--- src/rtl/scl_div_pkg.sv ---
package scl_div_pkg;

  // Commands from the control to the datapath.
  typedef struct packed {
    logic clearPre;    // clear both prescaler counters
    logic stepB;       // advance the second prescaler
    logic clearPhase;  // return sequencer to phase 0
    logic stepPhase;   // advance sequencer by one tick
  } divCmd_t;

  // Status flags from the datapath back to the control.
  typedef struct packed {
    logic aTerm;       // first prescaler at its limit
    logic bTerm;       // second prescaler at its limit
    logic phaseZero;   // sequencer at the first low tick
    logic phaseHalf;   // sequencer at the first high tick
    logic phaseUpper;  // sequencer in the high half
  } divStat_t;

endpackage

--- src/rtl/scl_div_counter.sv ---
module scl_div_counter #(
  parameter int W = 4
) (
  input  logic         clk,
  input  logic         rstN,
  input  logic         clear,
  input  logic         step,
  input  logic [W-1:0] limit,
  output logic [W-1:0] cnt,
  output logic         term
);

  assign term = (cnt == limit);

  always_ff @(posedge clk or negedge rstN) begin
    if (!rstN) begin
      cnt <= '0;
    end else if (clear) begin
      cnt <= '0;
    end else if (step) begin
      cnt <= term ? '0 : cnt + W'(1);
    end
  end

  // Count never exceeds its limit unless a clear is in progress.
  AST_CNT_BOUND: assert property (@(posedge clk) disable iff (!rstN)
    !clear |-> (cnt <= limit));

endmodule

--- src/rtl/scl_div_datapath.sv ---
module scl_div_datapath
  import scl_div_pkg::*;
#(
  parameter int DIVA_W      = 2,
  parameter int DIVB_W      = 6,
  parameter int PHASE_TICKS = 22
) (
  input  logic              clk,
  input  logic              rstN,
  input  logic [DIVA_W-1:0] divA,
  input  logic [DIVB_W-1:0] divB,
  input  divCmd_t           cmd,
  output divStat_t          stat
);

  localparam int PH_W = $clog2(PHASE_TICKS);
  localparam int HALF = PHASE_TICKS / 2;
  localparam logic [PH_W-1:0] PH_LAST = PH_W'(PHASE_TICKS - 1);
  localparam logic [PH_W-1:0] PH_HALF = PH_W'(HALF);

  logic [DIVA_W-1:0] cntA;
  logic [DIVB_W-1:0] cntB;
  logic [PH_W-1:0]   phaseCnt;
  logic              aTerm;
  logic              bTerm;
  logic              phaseTerm;

  // First stage: steps on every cycle that is not a clear.
  scl_div_counter #(.W(DIVA_W)) i_stageA (
    .clk   (clk),
    .rstN  (rstN),
    .clear (cmd.clearPre),
    .step  (!cmd.clearPre),
    .limit (divA),
    .cnt   (cntA),
    .term  (aTerm)
  );

  // Second stage: steps on each wrap of the first stage.
  scl_div_counter #(.W(DIVB_W)) i_stageB (
    .clk   (clk),
    .rstN  (rstN),
    .clear (cmd.clearPre),
    .step  (cmd.stepB),
    .limit (divB),
    .cnt   (cntB),
    .term  (bTerm)
  );

  // SCL phase sequencer: fixed modulus, one step per strobe.
  scl_div_counter #(.W(PH_W)) i_phase (
    .clk   (clk),
    .rstN  (rstN),
    .clear (cmd.clearPhase),
    .step  (cmd.stepPhase),
    .limit (PH_LAST),
    .cnt   (phaseCnt),
    .term  (phaseTerm)
  );

  always_comb begin
    stat.aTerm      = aTerm;
    stat.bTerm      = bTerm;
    stat.phaseZero  = (phaseCnt == '0);
    stat.phaseHalf  = (phaseCnt == PH_HALF);
    stat.phaseUpper = (phaseCnt >= PH_HALF);
  end

  // The sequencer wraps only when it is stepped from its last phase.
  AST_PHASE_WRAP: assert property (@(posedge clk) disable iff (!rstN)
    (cmd.stepPhase && !cmd.clearPhase && phaseTerm) |=> (phaseCnt == '0));

endmodule

--- src/rtl/scl_div_ctrl.sv ---
module scl_div_ctrl
  import scl_div_pkg::*;
#(
  parameter int DIVA_W = 2,
  parameter int DIVB_W = 6
) (
  input  logic              clk,
  input  logic              rstN,
  input  logic              engineEn,
  input  logic [DIVA_W-1:0] divA,
  input  logic [DIVB_W-1:0] divB,
  input  divStat_t          stat,
  output divCmd_t           cmd,
  output logic              sampleStrobe,
  output logic              sclOut,
  output logic              sclRiseStb,
  output logic              sclFallStb
);

  logic [DIVA_W-1:0] divAQ;
  logic [DIVB_W-1:0] divBQ;
  logic              fieldChanged;
  logic              strobeQ;

  assign fieldChanged = (divA != divAQ) || (divB != divBQ);

  always_comb begin
    cmd.clearPre   = !engineEn || fieldChanged;
    cmd.stepB      = !cmd.clearPre && stat.aTerm;
    cmd.clearPhase = !engineEn;
    cmd.stepPhase  = engineEn && strobeQ;
  end

  // Stored copy of the fields for change detection.
  always_ff @(posedge clk or negedge rstN) begin
    if (!rstN) begin
      divAQ <= '0;
      divBQ <= '0;
    end else begin
      divAQ <= divA;
      divBQ <= divB;
    end
  end

  // Registered strobe: both stages at their limits together.
  always_ff @(posedge clk or negedge rstN) begin
    if (!rstN) begin
      strobeQ <= 1'b0;
    end else begin
      strobeQ <= !cmd.clearPre && stat.aTerm && stat.bTerm;
    end
  end

  // SCL level and edge pulses, updated on each strobe tick.
  always_ff @(posedge clk or negedge rstN) begin
    if (!rstN) begin
      sclOut     <= 1'b1;
      sclRiseStb <= 1'b0;
      sclFallStb <= 1'b0;
    end else if (!engineEn) begin
      sclOut     <= 1'b1;
      sclRiseStb <= 1'b0;
      sclFallStb <= 1'b0;
    end else if (strobeQ) begin
      sclOut     <= stat.phaseUpper;
      sclRiseStb <= stat.phaseHalf;
      sclFallStb <= stat.phaseZero;
    end else begin
      sclRiseStb <= 1'b0;
      sclFallStb <= 1'b0;
    end
  end

  assign sampleStrobe = strobeQ;

  AST_STROBE_SINGLE: assert property (@(posedge clk) disable iff (!rstN)
    (sampleStrobe && ((divA != '0) || (divB != '0))) |=> !sampleStrobe);

  AST_SCL_ON_TICK: assert property (@(posedge clk) disable iff (!rstN)
    ($past(engineEn) && !$stable(sclOut)) |-> $past(sampleStrobe));

  AST_IDLE_HIGH: assert property (@(posedge clk) disable iff (!rstN)
    !engineEn |=> (sclOut && !sampleStrobe && !sclRiseStb && !sclFallStb));

  AST_REWRITE_RESTART: assert property (@(posedge clk) disable iff (!rstN)
    fieldChanged |=> !sampleStrobe);

  AST_RISE_EDGE: assert property (@(posedge clk) disable iff (!rstN)
    sclRiseStb |-> (sclOut && !$past(sclOut)));

  AST_FALL_EDGE: assert property (@(posedge clk) disable iff (!rstN)
    sclFallStb |-> (!sclOut && $past(sclOut)));

  AST_EDGE_EXCL: assert property (@(posedge clk) disable iff (!rstN)
    !(sclRiseStb && sclFallStb));

endmodule

--- src/rtl/scl_clk_gen.sv ---
module scl_clk_gen
  import scl_div_pkg::*;
#(
  parameter int DIVA_W      = 2,
  parameter int DIVB_W      = 6,
  parameter int PHASE_TICKS = 22
) (
  input  logic              clk,
  input  logic              rstN,
  input  logic              engineEn,
  input  logic [DIVA_W-1:0] divA,
  input  logic [DIVB_W-1:0] divB,
  output logic              sampleStrobe,
  output logic              sclOut,
  output logic              sclRiseStb,
  output logic              sclFallStb
);

  divCmd_t  cmd;
  divStat_t stat;

  scl_div_ctrl #(
    .DIVA_W (DIVA_W),
    .DIVB_W (DIVB_W)
  ) i_ctrl (
    .clk          (clk),
    .rstN         (rstN),
    .engineEn     (engineEn),
    .divA         (divA),
    .divB         (divB),
    .stat         (stat),
    .cmd          (cmd),
    .sampleStrobe (sampleStrobe),
    .sclOut       (sclOut),
    .sclRiseStb   (sclRiseStb),
    .sclFallStb   (sclFallStb)
  );

  scl_div_datapath #(
    .DIVA_W      (DIVA_W),
    .DIVB_W      (DIVB_W),
    .PHASE_TICKS (PHASE_TICKS)
  ) i_datapath (
    .clk  (clk),
    .rstN (rstN),
    .divA (divA),
    .divB (divB),
    .cmd  (cmd),
    .stat (stat)
  );

endmodule

--- config.mk ---
export PLATFORM = sky130hd
export DESIGN_NAME = scl_clk_gen
export DESIGN_NICKNAME = d
export VERILOG_FILES = /design/src/rtl/scl_div_pkg.sv /design/src/rtl/scl_div_counter.sv /design/src/rtl/scl_div_datapath.sv /design/src/rtl/scl_div_ctrl.sv /design/src/rtl/scl_clk_gen.sv
export SDC_FILE = /design/constraint.sdc
export NUM_CORES = 1
export LEC_CHECK = 0
export CAP_MARGIN = 20
export CORE_MARGIN = 3
export CORE_UTILIZATION = 40
export DETAILED_ROUTE_END_ITERATION = 10
export GPL_ROUTABILITY_DRIVEN = 0
export MAX_ROUTING_LAYER = met4
export SYNTH_ARGS = -nofsm -noshare
export SYNTH_HDL_FRONTEND = slang
export SYNTH_SLANG_ARGS = --single-unit
--- constraint.sdc ---
create_clock -name clk -period 1.6 [get_ports clk]
set_input_delay 0.16 -clock clk [delete_from_list [all_inputs] [get_ports clk]]
set_output_delay 0.16 -clock clk [all_outputs]
set_load 0.01 [all_outputs]
# ---- Word level (Yosys, flattened, before mapping)
# Index checks and enable logic that the tools add are counted.
dict set report word_totals {
  regBits 25
  in_bits 11
  out_inout_bits 4
  elab_cells 44
}
dict set report classes {
  add_sub_neg 3
  n_lt_le_gt_ge 1
  eq_ne 8
  mux 14
  n_reduce_logical 9
}
# operator n
set op_table {}
lappend op_table {{$mux W6} 3}
lappend op_table {{$mux W5} 3}
lappend op_table {{$add A6 B1 Y6 const B} 1}
lappend op_table {{$eq A6 B6 Y1} 1}
lappend op_table {{$mux W1} 6}
lappend op_table {{$ne A6 B6 Y1} 1}
lappend op_table {{$add A5 B1 Y5 const B} 1}
lappend op_table {{$eq A5 B4 Y1 const B} 1}
lappend op_table {{$eq A5 B5 Y1 const B} 1}
lappend op_table {{$ge A5 B4 Y1 const B} 1}
lappend op_table {{$logic_not A5 Y1} 1}
lappend op_table {{$mux W2} 2}
lappend op_table {{$ne A2 B1 Y1 const B} 2}
lappend op_table {{$logic_and A1 B1 Y1} 3}
lappend op_table {{$add A2 B1 Y2 const B} 1}
lappend op_table {{$eq A2 B2 Y1} 1}
lappend op_table {{$logic_not A1 Y1} 2}
lappend op_table {{$logic_or A1 B1 Y1} 2}
lappend op_table {{$ne A2 B2 Y1} 1}
lappend op_table {{$reduce_bool A2 Y1} 1}

# ---- Logic depth before layout (Yosys ltp)
# Gate-level depths: netlist (run 1).
dict set report logic_depth {
  ltp_word 7
  ltp_mapped 5
  depth_no_buf 5
}

# ---- Cells and area by module
# From an unflattened synthesis (run 1), not the netlist that was laid out.
dict set report hier_totals {
  hier_cells 137
  area_unflattened_um2 1450.1
}
# mod instances cells_per_inst area_each_um2 seq_area_each_um2
set by_module_without_submodules {}
lappend by_module_without_submodules {scl_div_ctrl 1 35 457.9 301.5}
lappend by_module_without_submodules {{scl_div_counter at i_datapath.i_stageB} 1 37 399.1 150.1}
lappend by_module_without_submodules {{scl_div_counter at i_datapath.i_phase} 1 40 389.1 125.1}
lappend by_module_without_submodules {{scl_div_counter at i_datapath.i_stageA} 1 14 126.4 50.0}
lappend by_module_without_submodules {scl_div_datapath 1 11 77.6 0.0}

# ---- Least setup slack after synthesis (run 1)
# No wires, ideal clock.
dict set report synth_timing {
  kind {register to register}
  from {register i_ctrl.divBQ[5]}
  to {register i_ctrl.strobeQ (netlist: i_ctrl.sampleStrobe)}
  setup_ns 0.088
  arrival_ns 1.206
  required_ns 1.512
  path_slack_ns 0.306
  path_stages_with_launch 5
  n_path_buf 0
  period_less_slack_ns 1.294
  cell_sequence {dfrtp_1 > xor2_1 > nor4_2 > nand4_2 > nor3_1}
}
dict set report synth_between {
  elab_chain_len 6
}
# element line_no
set synth_lines {}
lappend synth_lines {{start: declaration} scl_div_ctrl.sv:21} ;# logic [DIVB_W-1:0] divBQ;
lappend synth_lines {{start signal: assignment} scl_div_ctrl.sv:41} ;# divBQ <= divB;
lappend synth_lines {{$ne A6 B6 Y1} scl_div_ctrl.sv:25} ;# assign fieldChanged = (divA != divAQ) || (divB != divBQ);
lappend synth_lines {{$logic_or A1 B1 Y1} scl_div_ctrl.sv:25}
lappend synth_lines {{$logic_or A1 B1 Y1} scl_div_ctrl.sv:28} ;# cmd.clearPre = !engineEn || fieldChanged;
lappend synth_lines {{$logic_not A1 Y1} n/a}
lappend synth_lines {{$logic_and A1 B1 Y1 (2 in series)} scl_div_ctrl.sv:50} ;# strobeQ <= !cmd.clearPre && stat.aTerm && stat.bTerm;
lappend synth_lines {{end signal: assignment} scl_div_ctrl.sv:50}
lappend synth_lines {{end: declaration} scl_div_ctrl.sv:23} ;# logic strobeQ;
# Every way passes these cells.
# A chain may end at the register's enable or synchronous reset.

# ---- Worst setup path in the final report (run 1)
dict set report layout_timing {
  from {register i_ctrl.sclOut}
  to {output port sclOut}
}
# element line_no
set layout_lines {}
lappend layout_lines {{start: declaration} scl_div_ctrl.sv:15} ;# output logic sclOut,
lappend layout_lines {{start signal: assignment} scl_div_ctrl.sv:65} ;# sclOut <= stat.phaseUpper;
lappend layout_lines {{end: declaration} scl_clk_gen.sv:14} ;# output logic sclOut,
# No word-level cell between the ends.

==> results of run 1 <==
-- logic make-up (layout without fill, tap and decap cells) --
kind of cell             Yosys count  in the layout  share of synthesized area, %
AND/OR/NAND/NOR                   45             46                          19.2
flip-flops                        25             25                          49.6
XOR/XNOR                          21             21                          15.7
AO/OA/AOI/OAI                     19             19                          9.01
buffers and inverters              8             35                          2.47
adder cells (fa/ha/maj)            4              4                          3.96
-- layout make-up --
cell class | count | area, um2
clock inverters | 1 | 7.51
fillers | 265 | 1290
multi-input cells | 90 | 617
flip-flops and latches | 25 | 628
inverters | 6 | 22.5
repair buffers | 25 | 235
clock buffers | 3 | 22.5
well taps | 42 | 52.6
-- routing by layer --
layer	track usage [%]	share of wire, %	vias up
met5	-	0	-
met4	5.80	1.3	0
met3	2.70	4.2	4
met2	20.6	47	27
met1	18.3	47	455
li1	-	-	485
-- sequential cells by signal (all words and copies together), names as in the netlist --
signal                   flops
i_ctrl.divAQ                 2
i_ctrl.divBQ                 6
i_ctrl.sampleStrobe          1
i_ctrl.sclFallStb            1
i_ctrl.sclOut                1
i_ctrl.sclRiseStb            1
i_datapath.i_phase.cnt       5
i_datapath.i_stageA.cnt      2
i_datapath.i_stageB.cnt      6
-- power by group through the flow --
stage                     Clock [mW]  Combinational (mW)  Sequential, mW
after CTS                      0.298               0.120           0.648
after global routing           0.316               0.138           0.649
after detailed placement           0               0.119           0.660
after global placement             0               0.119           0.659
final                          0.284               0.126           0.647
after floorplan                    0              0.0423           0.658
-- synthesized netlist by cell type (4+ instances only) --
cell / instances / area [um2]
nand3_1: 6 / 30.0
nand2_1: 12 / 45.0
o211ai_1: 5 / 37.5
nor3_1: 6 / 30.0
ha_1: 4 / 50.1
xor2_1: 11 / 96.3
inv_1: 6 / 22.5
nor2_1: 5 / 18.8
xnor2_1: 8 / 70.1
o21ai_0: 7 / 35.0
a21oi_1: 5 / 25.0
dfrtp_1: 24 / 601
-- how the worst max path moves through the flow --
stage	depth (start not counted)	to	start
6_report	1	sclOut	i_ctrl.sclOut$_DFFE_PN1P_
5_1_grt	1	sclOut	i_ctrl.sclOut$_DFFE_PN1P_
4_1_cts	1	sclOut	i_ctrl.sclOut$_DFFE_PN1P_
3_5_place_dp	5	i_datapath.i_stageB.cnt[4]$_DFFE_PN0P_	divA[1]
3_3_place_gp	5	i_datapath.i_stageB.cnt[4]$_DFFE_PN0P_	divA[1]
2_1_floorplan	4	i_ctrl.sampleStrobe$_DFF_PN0_	i_ctrl.divBQ[5]$_DFF_PN0_
-- what timing repair did --
action	4_1_cts	5_1_grt
resized for setup	0	2
setup endpoints to repair	0	5
buffers inserted	0	1
-- stage by stage --
stage,total power [mW],setup WS [ns],TNS (ns),std cells
after global routing,1.10,0.00408,0,192
after CTS,1.07,0.0266,0,190
after detailed placement,0.779,-0.196,-1.42,186
after floorplan,0.701,0.306,0,122
after global placement,0.777,-0.227,-1.64,186
final,1.06,0.0465,0,192
==> impl_results.md, run 1 <==
* Status: completed
* Syn Inst Count at 122
* Max Cap Viol at 0
* Hold Crit Class: in2async
* Sequential power share at about three fifths
* Worst clock skew at 0.000994 ns
* Main synth FF type: dfrtp_1
* Int Pwr at 800 uW
* Power density cells at approximately 670 nW/um2
* Initial core utilization at 43.9%
* Standard-cell rows at 19
* RSZ-0062 raised after global routing: false
* Worst reg2reg path depth at 5
* Clk pwr share at 26.9%
* Post-route DRC at 0
* Initial antenna violation count at 0
* Synth unique cells at 29
* Total congestion overflow at 0
* Die Wd at 62.2 um
* Crit path launch type: flip-flop
* Clk root buf: clkbuf_4
* Crit Path Max Fanout at 2
* R2R Path End: i_datapath.i_stageA.cnt[1]$_DFF_PN0_
* Worst vdd ir at ~0.00035 V
* Max Slew Vio Count at 0
* DRT Wirelength at around 2.5 mm
* Comb power frac at 11.9%
* Chip Height at 62.2 um
* FMAX at 644 MHz
* Worst reg-to-reg setup slack at 0.09 ns
* Ant. Diodes at 0
* Syn Nets at between 100 and 150
* Crit path max-delay family: flip-flops
* Fin. Hold Viols at 0
* Max_slew headroom at 73.2%
* Hold_ws at between 0.1 and 0.15 ns
* Share of layout cells above drive strength 1 at about 15%
* Die Area at 3870 um2
* Setup CP Type: reg2out
* Commonest cells after routing, fill and taps aside: dfrtp_1 (23), clkdlybuf4s50_1 (14), nand2_1 (12)
* Avg WL per Cell at 13.1 um
* Post-DRT Antenna Nets at 0
* Final worst path period share at 97.1%
* P&R area growth vs syn at 25.4%
* Fin crit period at between 1.5 and 2 ns
* CP endpoint kind: output pin
* Largest net degree at the start of global routing at 19
* Leak Pwr at 0.626 nW
* Number of global-route vias before repair at 929
* First-pass GRT wire length at around 4.2 mm
* Final instance area at about 1600 um2
* # IOs at 15
* Launch point of the worst reg-to-reg path: i_ctrl.divBQ[0]$_DFF_PN0_
* DP Wirelength at 1.86 mm
* CTS tree: yes
* Synth Register Bits at 25
* CTS max path bufs at 2
* Yosys warning count at 0
* Cts hold-fix bufs at 0
* Sequential area share after synthesis at between 40% and 50%
* Vias/cell at 5.06
* Commonest non-fill, non-tap cell in the layout: dfrtp_1
* Syn Area/Cell at slightly above 10 um2
* Post-synth EDFFs at 0
* Port bufs at 14
* Area after DPL at 1540 um2
* Clock tree sinks at 25
* Sw power at 257 uW
* Crit path buf inv count at 1
* Fin util at between 50% and 60%
* TritonRoute pass-1 iters at 5
* Core area at 2880 um2
* Htree depth at 1
* Clk Latency, worst-skew pair at a little over 0.3 ns
* Clock slew at reported path FFs at 0.14 ns
* Worst slew pin tran at around 0.4 ns
* Asr flop ratio synth at 100%
* Worst path max stage delay at 0.56 ns
* Mapped Area at between 1000 and 1500 um2
* Via Count at 971
* CP required at between 1 and 1.5 ns
* Inserted Clock Buffers at 3
* Final #Nets at 166
* GRT Total Usage at 13.8%
* Crit path DAT at 1.39 ns
* Final setup vio count at 0
* Sw Share at 24.3%
* Crit path cell chain: clkdlybuf4s50_1
* DRT iter0 DRCs at 18
* Slowest-stage cell, CP: dfstp_2
(Power assumes the default switching activity.)
==> inputs of run 2 (changes only) <==
--- a/config.mk
+++ b/config.mk
@@ -6,11 +6,12 @@
 export NUM_CORES = 1
 export LEC_CHECK = 0
 export CAP_MARGIN = 20
-export CORE_MARGIN = 3
+export CORE_MARGIN = 10
 export CORE_UTILIZATION = 40
 export DETAILED_ROUTE_END_ITERATION = 10
 export GPL_ROUTABILITY_DRIVEN = 0
 export MAX_ROUTING_LAYER = met4
+export REMOVE_ABC_BUFFERS = 1
 export SYNTH_ARGS = -nofsm -noshare
 export SYNTH_HDL_FRONTEND = slang
 export SYNTH_SLANG_ARGS = --single-unit
==> run 2 against run 1 <==
  * Core utilization is 2.6 points lower
  * Total power is 2.1% higher
  * Critical path depth is 4 higher
  * Worst hold slack better by 0.040 ns
  * Combinational power is 6% lower
  * Critical path type is now reg2reg
  * Critical endpoint is now i_ctrl.sampleStrobe$_DFF_PN0_
  * Highest routed layer unchanged
==> impl_results.md, run 2 (synthesis results as in run 1) <==
* Filler instances at 283 (+6.8%)
* Clock slew at reported path FFs at 0.15 ns (about the same)
* Htree depth at 1 (unchanged)
* Die Area at 5810 um2 (+50%)
* Worst clock skew at 0.00513 ns (+0.00414 ns)
* Crit path DAT at 1.77 ns (+0.38 ns)
* Final setup vio count at 0 (unchanged)
* GRT Total Usage at 8.48% (-5.3 points)
* Port bufs at 14 (unchanged)
* CTS tree: yes
* Final worst slack at 0.0886 ns (+0.0422 ns)
* GR peak layer: met2
* RSZ-0062 raised after global routing: true
* Fin crit period at 1.51 ns (-0.0422 ns)
* Number of global-route vias before repair at 895 (-3.7%)
* Worst vdd ir at 0.000362 V (+2.5%)
* Status: completed
* Tot Pwr at 1.08 mW (+2.1%)
* Clk root buf: clkbuf_4
* Inserted Clock Buffers at 3 (unchanged)
* Total congestion overflow at 0 (unchanged)
* Post-DRT Antenna Nets at 0 (unchanged)
* Largest net degree at the start of global routing at 26 (+7)
* Layout Cells excl Fill at 194 (+1.0%)
* Vias/cell at 5.04 (-0.32%)
* Met2 usage in global routing at 12.5% (-8.1 points)
* Standard-cell rows at 20 (+1)
* Power density cells at 679 nW/um2 (+1.8%)
* Final #Nets at 166 (unchanged)
* DRT iter0 DRCs at 80 (+62)
* Commonest non-fill, non-tap cell in the layout: dfrtp_1
* Die Wd at 76.2 um (+23%)
* TritonRoute pass-1 iters at 4 (-1)
* Met3 usage at 2.12% (-0.58 points)
* Ant. Diodes at 0 (unchanged)
* Leak Pwr at 0.627 nW (+0.12%)
* Crit Path Max Fanout at 5 (+3)
* CP endpoint kind: flip-flop
* CTS max path bufs at 2 (unchanged)
* Top Registers: i_ctrl.divBQ: 6 flops, i_datapath.i_stageB.cnt: 6 flops, i_datapath.i_phase.cnt: 5 flops
* Cts hold-fix bufs at 0 (unchanged)
* Crit path launch type: flip-flop
* Initial antenna violation count at 0 (unchanged)
* P&R area growth vs syn at 25.7%
* Share of layout cells above drive strength 1 at 16.0% (+1.3 points)
* Post-place setup slack at -0.161 ns (+0.0356 ns)
* Avg WL per Cell at 12.8 um (-2.4%)
* Clk Latency, worst-skew pair at 0.33 ns (+0.02 ns)
* Slowest-stage cell, CP: dfrtp_1
* Max_slew headroom at 79.2% (+6.0 points)
* Crit path cell chain: xor2_1 -> nor4_2 -> buf_4 -> nand4_2 -> nor3_1
* Max Cap Viol at 0 (unchanged)
* Via Count at 978 (+0.72%)
* Initial core utilization at 41.7% (-2.2 points)
* # IOs at 15 (unchanged)
* Chip Height at 76.2 um (+23%)
* Worst reg2reg path depth at 5 (unchanged)
* Commonest cells after routing, fill and taps aside: dfrtp_1 (23), clkdlybuf4s50_1 (13), nand2_1 (12)
* CP required at 1.86 ns (+0.42 ns)
* Max Slew Vio Count at 0 (unchanged)
* Post-route DRC at 0 (unchanged)
* Final instance area at 1590 um2 (+0.24%)
* DRT Wirelength at 2.47 mm (-1.4%)
* GR Util met1 at 10.6% (-7.8 points)
* FMAX at 662 MHz (+2.8%)
* Dpl cells at 188 (+1.1%)
* Final worst path period share at 94.5% (-2.6 points)
* Worst path max stage delay at 0.40 ns (-0.16 ns)
* Worst slew pin tran at 0.312 ns (-0.0882 ns)
* Hold Crit Class: in2async
* DP Wirelength at 1.77 mm (-5.1%)
* Core area at 3030 um2 (+5.3%)
* Area after DPL at 1530 um2 (-0.65%)
* Clock tree sinks at 25 (unchanged)
* First-pass GRT wire length at 4.07 mm (-3.9%)
* Setup CP Type: reg2reg
* Fin. Hold Viols at 0 (unchanged)
run 2: final timing paths:
kind | startpoint | to | slack (ns)
worst max-delay path | i_ctrl.divBQ[0]$_DFF_PN0_ | i_ctrl.sampleStrobe$_DFF_PN0_ | 0.09
worst min-delay path | rstN | i_datapath.i_phase.cnt[1]$_DFFE_PN0P_ | 0.16
worst max register to register | i_ctrl.divBQ[0]$_DFF_PN0_ | i_ctrl.sampleStrobe$_DFF_PN0_ | 0.09
worst min register to register | i_ctrl.sclOut$_DFFE_PN1P_ | i_ctrl.sclOut$_DFFE_PN1P_ | 0.53
max in group asynchronous | rstN | i_ctrl.sclOut$_DFFE_PN1P_ | 1.15
min in group clk | divB[0] | i_ctrl.divBQ[0]$_DFF_PN0_ | 0.35
run 2: worst max-delay path: cells and delay by family, from the launching register on:
kind / cells / cell delay, ns
flops: 1 / 0.40
simple gates: 3 / 0.70
buf+inv: 1 / 0.16
xor+xnor: 1 / 0.17
run 2: metal layers:
layer / up-vias / share of wire, %
li1: 485 / -
met3: 6 / 5.0
met4: 0 / 2.1
met1: 455 / 50
met2: 32 / 43
met5: - / 0
run 2: final cells by class:
class | count | area (um2) | area share, %
inverter | 6 | 22.5 | 1.42
timing repair buffer | 25 | 225 | 14.2
sequential | 25 | 628 | 39.5
multi-input combinational | 90 | 627 | 39.4
tap | 44 | 55.1 | 3.46
clock buffer | 3 | 22.5 | 1.42
clock inverter | 1 | 8.76 | 0.551
run 2: per-stage QoR:
stage               hold slack [ns]  setup TNS [ns]  util, %
floorplan                    -0.136               0        -
global placement              0.506          -0.577     50.4
detailed placement            0.533           -1.06     50.4
CTS                           0.172               0     51.4
global route                  0.180         -0.0269     52.5
finish                        0.158               0     52.5
run 2: power breakdown:
part	leakage, nW	switching [mW]	internal [mW]
sequential	0.326	0.00466	0.642
clock	0.0183	0.210	0.102
combinational	0.283	0.0587	0.0605
run 2: what timing repair did:
action / CTS / global route
setup buffers: 0 / 1
setup endpoints to repair: 0 / 8
gates resized for setup: 0 / 5
==> inputs of run 3 (changes only) <==
--- a/config.mk
+++ b/config.mk
@@ -9,6 +9,7 @@
 export CORE_MARGIN = 10
 export CORE_UTILIZATION = 40
 export DETAILED_ROUTE_END_ITERATION = 10
+export DONT_BUFFER_PORTS = 1
 export GPL_ROUTABILITY_DRIVEN = 0
 export MAX_ROUTING_LAYER = met4
 export REMOVE_ABC_BUFFERS = 1
==> run 3 against run 2 <==
  * Sequential share of layout area increased by 2.7 points
  * Non-clock buffer count decreased by 12
  * Cell count decreased by 6.2%
  * Worst hold slack got worse by 0.11 ns
  * Maximum frequency about the same
  * Register-to-register slack about the same
  * Largest power group unchanged
==> impl_results.md, run 3 (synthesis results as in run 1) <==
* Clock tree sinks at 25 (unchanged)
* Die Wd at 76.2 um (unchanged)
* Final instance area at 1480 um2 (-6.6%)
* Max Cap Viol at 0 (unchanged)
* Filler instances at 272 (-3.9%)
* DRT Wirelength at 2.61 mm (+5.3%)
* Crit path DAT at 1.76 ns (about the same)
* Final setup vio count at 0 (unchanged)
* Crit path cell chain: xor2_1 -> nor4_2 -> nand4_1 -> a21oi_1
* Fin util at 49.0% (-3.5 points)
* Share of layout cells above drive strength 1 at 9.42% (-6.6 points)
* Initial core utilization at 41.7% (unchanged)
* Largest net degree at the start of global routing at 26 (unchanged)
* Final worst path period share at 94.5% (about the same)
* Leak Pwr at 0.579 nW (-7.6%)
* Via Count at 950 (-2.9%)
* CP endpoint kind: flip-flop
* Power density cells at 693 nW/um2 (+2.1%)
* RSZ-0062 raised after global routing: false
* DRT iter0 DRCs at 54 (-33%)
* Commonest cells after routing, fill and taps aside: dfrtp_1 (24), nand2_1 (12), xor2_1 (11)
* Final #Nets at 154 (-7.2%)
* First-pass GRT wire length at 4.37 mm (+7.3%)
* Core area at 3030 um2 (unchanged)
* Chip Height at 76.2 um (unchanged)
* Htree depth at 1 (unchanged)
* Max_slew headroom at 73.7% (-5.5 points)
* Clk root buf: clkbuf_4
* Fin. Hold Viols at 0 (unchanged)
* P&R area growth vs syn at 17.4%
* FMAX at 661 MHz (about the same)
* Hold Crit Class: in2reg
* Standard-cell rows at 20 (unchanged)
* Crit Path Max Fanout at 4 (-1)
* Clk Latency, worst-skew pair at 0.32 ns (about the same)
* Worst clock skew at 0.00193 ns (-0.00320 ns)
* Initial antenna violation count at 0 (unchanged)
* TritonRoute pass-1 iters at 4 (unchanged)
* Postcts setup bufs at 0 (unchanged)
* Worst reg-to-reg setup slack at 0.09 ns (about the same)
* Inserted Clock Buffers at 3 (unchanged)
* Worst vdd ir at 0.000334 V (-7.7%)
* Tot Pwr at 1.03 mW (-4.7%)
* Clock slew at reported path FFs at 0.14 ns (about the same)
* Layout Cells excl Fill at 182 (-6.2%)
* # IOs at 15 (unchanged)
* Crit path buf inv count at 0 (-1)
* CP required at 1.85 ns (about the same)
* Die Area at 5810 um2 (unchanged)
* Fin crit period at 1.51 ns (+0.000764 ns)
* CTS max path bufs at 2 (unchanged)
* Multi-input gate area in the final layout at 617 um2 (-1.6%)
* GRT Total Usage at 9.17% (+0.70 points)
* Crit path launch type: flip-flop
* Total congestion overflow at 0 (unchanged)
* Slowest-stage cell, CP: nor4_2
* Worst slew pin tran at 0.392 ns (+0.0799 ns)
* Commonest non-fill, non-tap cell in the layout: dfrtp_1
* Number of global-route vias before repair at 924 (+3.2%)
* Post-DRT Antenna Nets at 0 (unchanged)
* DP Wirelength at 1.77 mm (+0.31%)
* Top Registers: i_ctrl.divBQ: 6 flops, i_datapath.i_stageB.cnt: 6 flops, i_datapath.i_phase.cnt: 5 flops
* Setup_tns at 0 ns (unchanged)
* Reg area at 627 um2 (-0.20%)
* Dpl cells at 166 (-12%)
* CTS tree: yes
* Setup CP Type: reg2reg
* Post-route DRC at 0 (unchanged)
* Max Slew Vio Count at 0 (unchanged)
* Vias/cell at 5.22 (+3.5%)
* Avg WL per Cell at 14.3 um (+12%)
* Status: completed
* Port bufs at 0 (-14)
* Ant. Diodes at 0 (unchanged)
* Crit path max-delay family: simple AND/OR/NAND/NOR gates
* Area after DPL at 1330 um2 (-13%)
* Worst path max stage delay at 0.42 ns (+0.02 ns)
-- run 3: report_power, final --
group          switching (mW)  internal, mW  leakage, nW  total, mW
clock network           0.193        0.0936       0.0177      0.286
logic                  0.0479        0.0477        0.234     0.0956
registers             0.00433         0.642        0.327      0.647
-- run 3: path summary, 6_finish.rpt --
check	cells after the start	from	to
max reg2reg	4	i_ctrl.divBQ[5]$_DFF_PN0_	i_datapath.i_stageB.cnt[1]$_DFFE_PN0P_
max	4	i_ctrl.divBQ[5]$_DFF_PN0_	i_datapath.i_stageB.cnt[1]$_DFFE_PN0P_
min reg2reg	1	i_datapath.i_stageA.cnt[0]$_DFF_PN0_	i_datapath.i_stageA.cnt[0]$_DFF_PN0_
min in group asynchronous	2	rstN	i_datapath.i_phase.cnt[1]$_DFFE_PN0P_
max in group asynchronous	2	rstN	i_ctrl.sclOut$_DFFE_PN1P_
min	2	engineEn	i_datapath.i_stageA.cnt[1]$_DFF_PN0_
-- run 3: worst register-to-register path, delay by kind of cell (launching register included) --
family | cells | cell delay (ns)
AO/OA/AOI/OAI | 1 | 0.19
XOR/XNOR | 1 | 0.17
flip-flops | 1 | 0.40
AND/OR/NAND/NOR | 2 | 0.68
-- run 3: timing repair --
action / CTS / global route
endpoints found under the hold margin: 37 / 0
hold buffers: 11 / 0
resized for setup: 0 / 1
setup endpoints to repair: 0 / 5
-- run 3: through the flow --
step | hold WS, ns | setup WS, ns
finish | 0.0507 | 0.0879
global route | 0.0373 | 0.00438
CTS | 0.0532 | 0.0363
detailed placement | -0.134 | 0.0462
global placement | -0.134 | 0.0733
floorplan | -0.136 | 0.300
-- run 3: per-layer routing --
layer | wire [um] | track usage, %
met2 | 1210 | 13.4
met3 | 148 | 2.95
met1 | 1230 | 11.7
met4 | 19 | 2.97
met5 | 0 | -
-- run 3: area by class of cell --
cell class	count	share of cell area (%)
Tap cell	44	3.71
Clock inverter	1	0.337
Timing Repair Buffer	13	9.11
Clock buffer	3	1.52
Inverter	6	1.52
Sequential cell	25	42.2
Multi-Input combinational cell	90	41.6
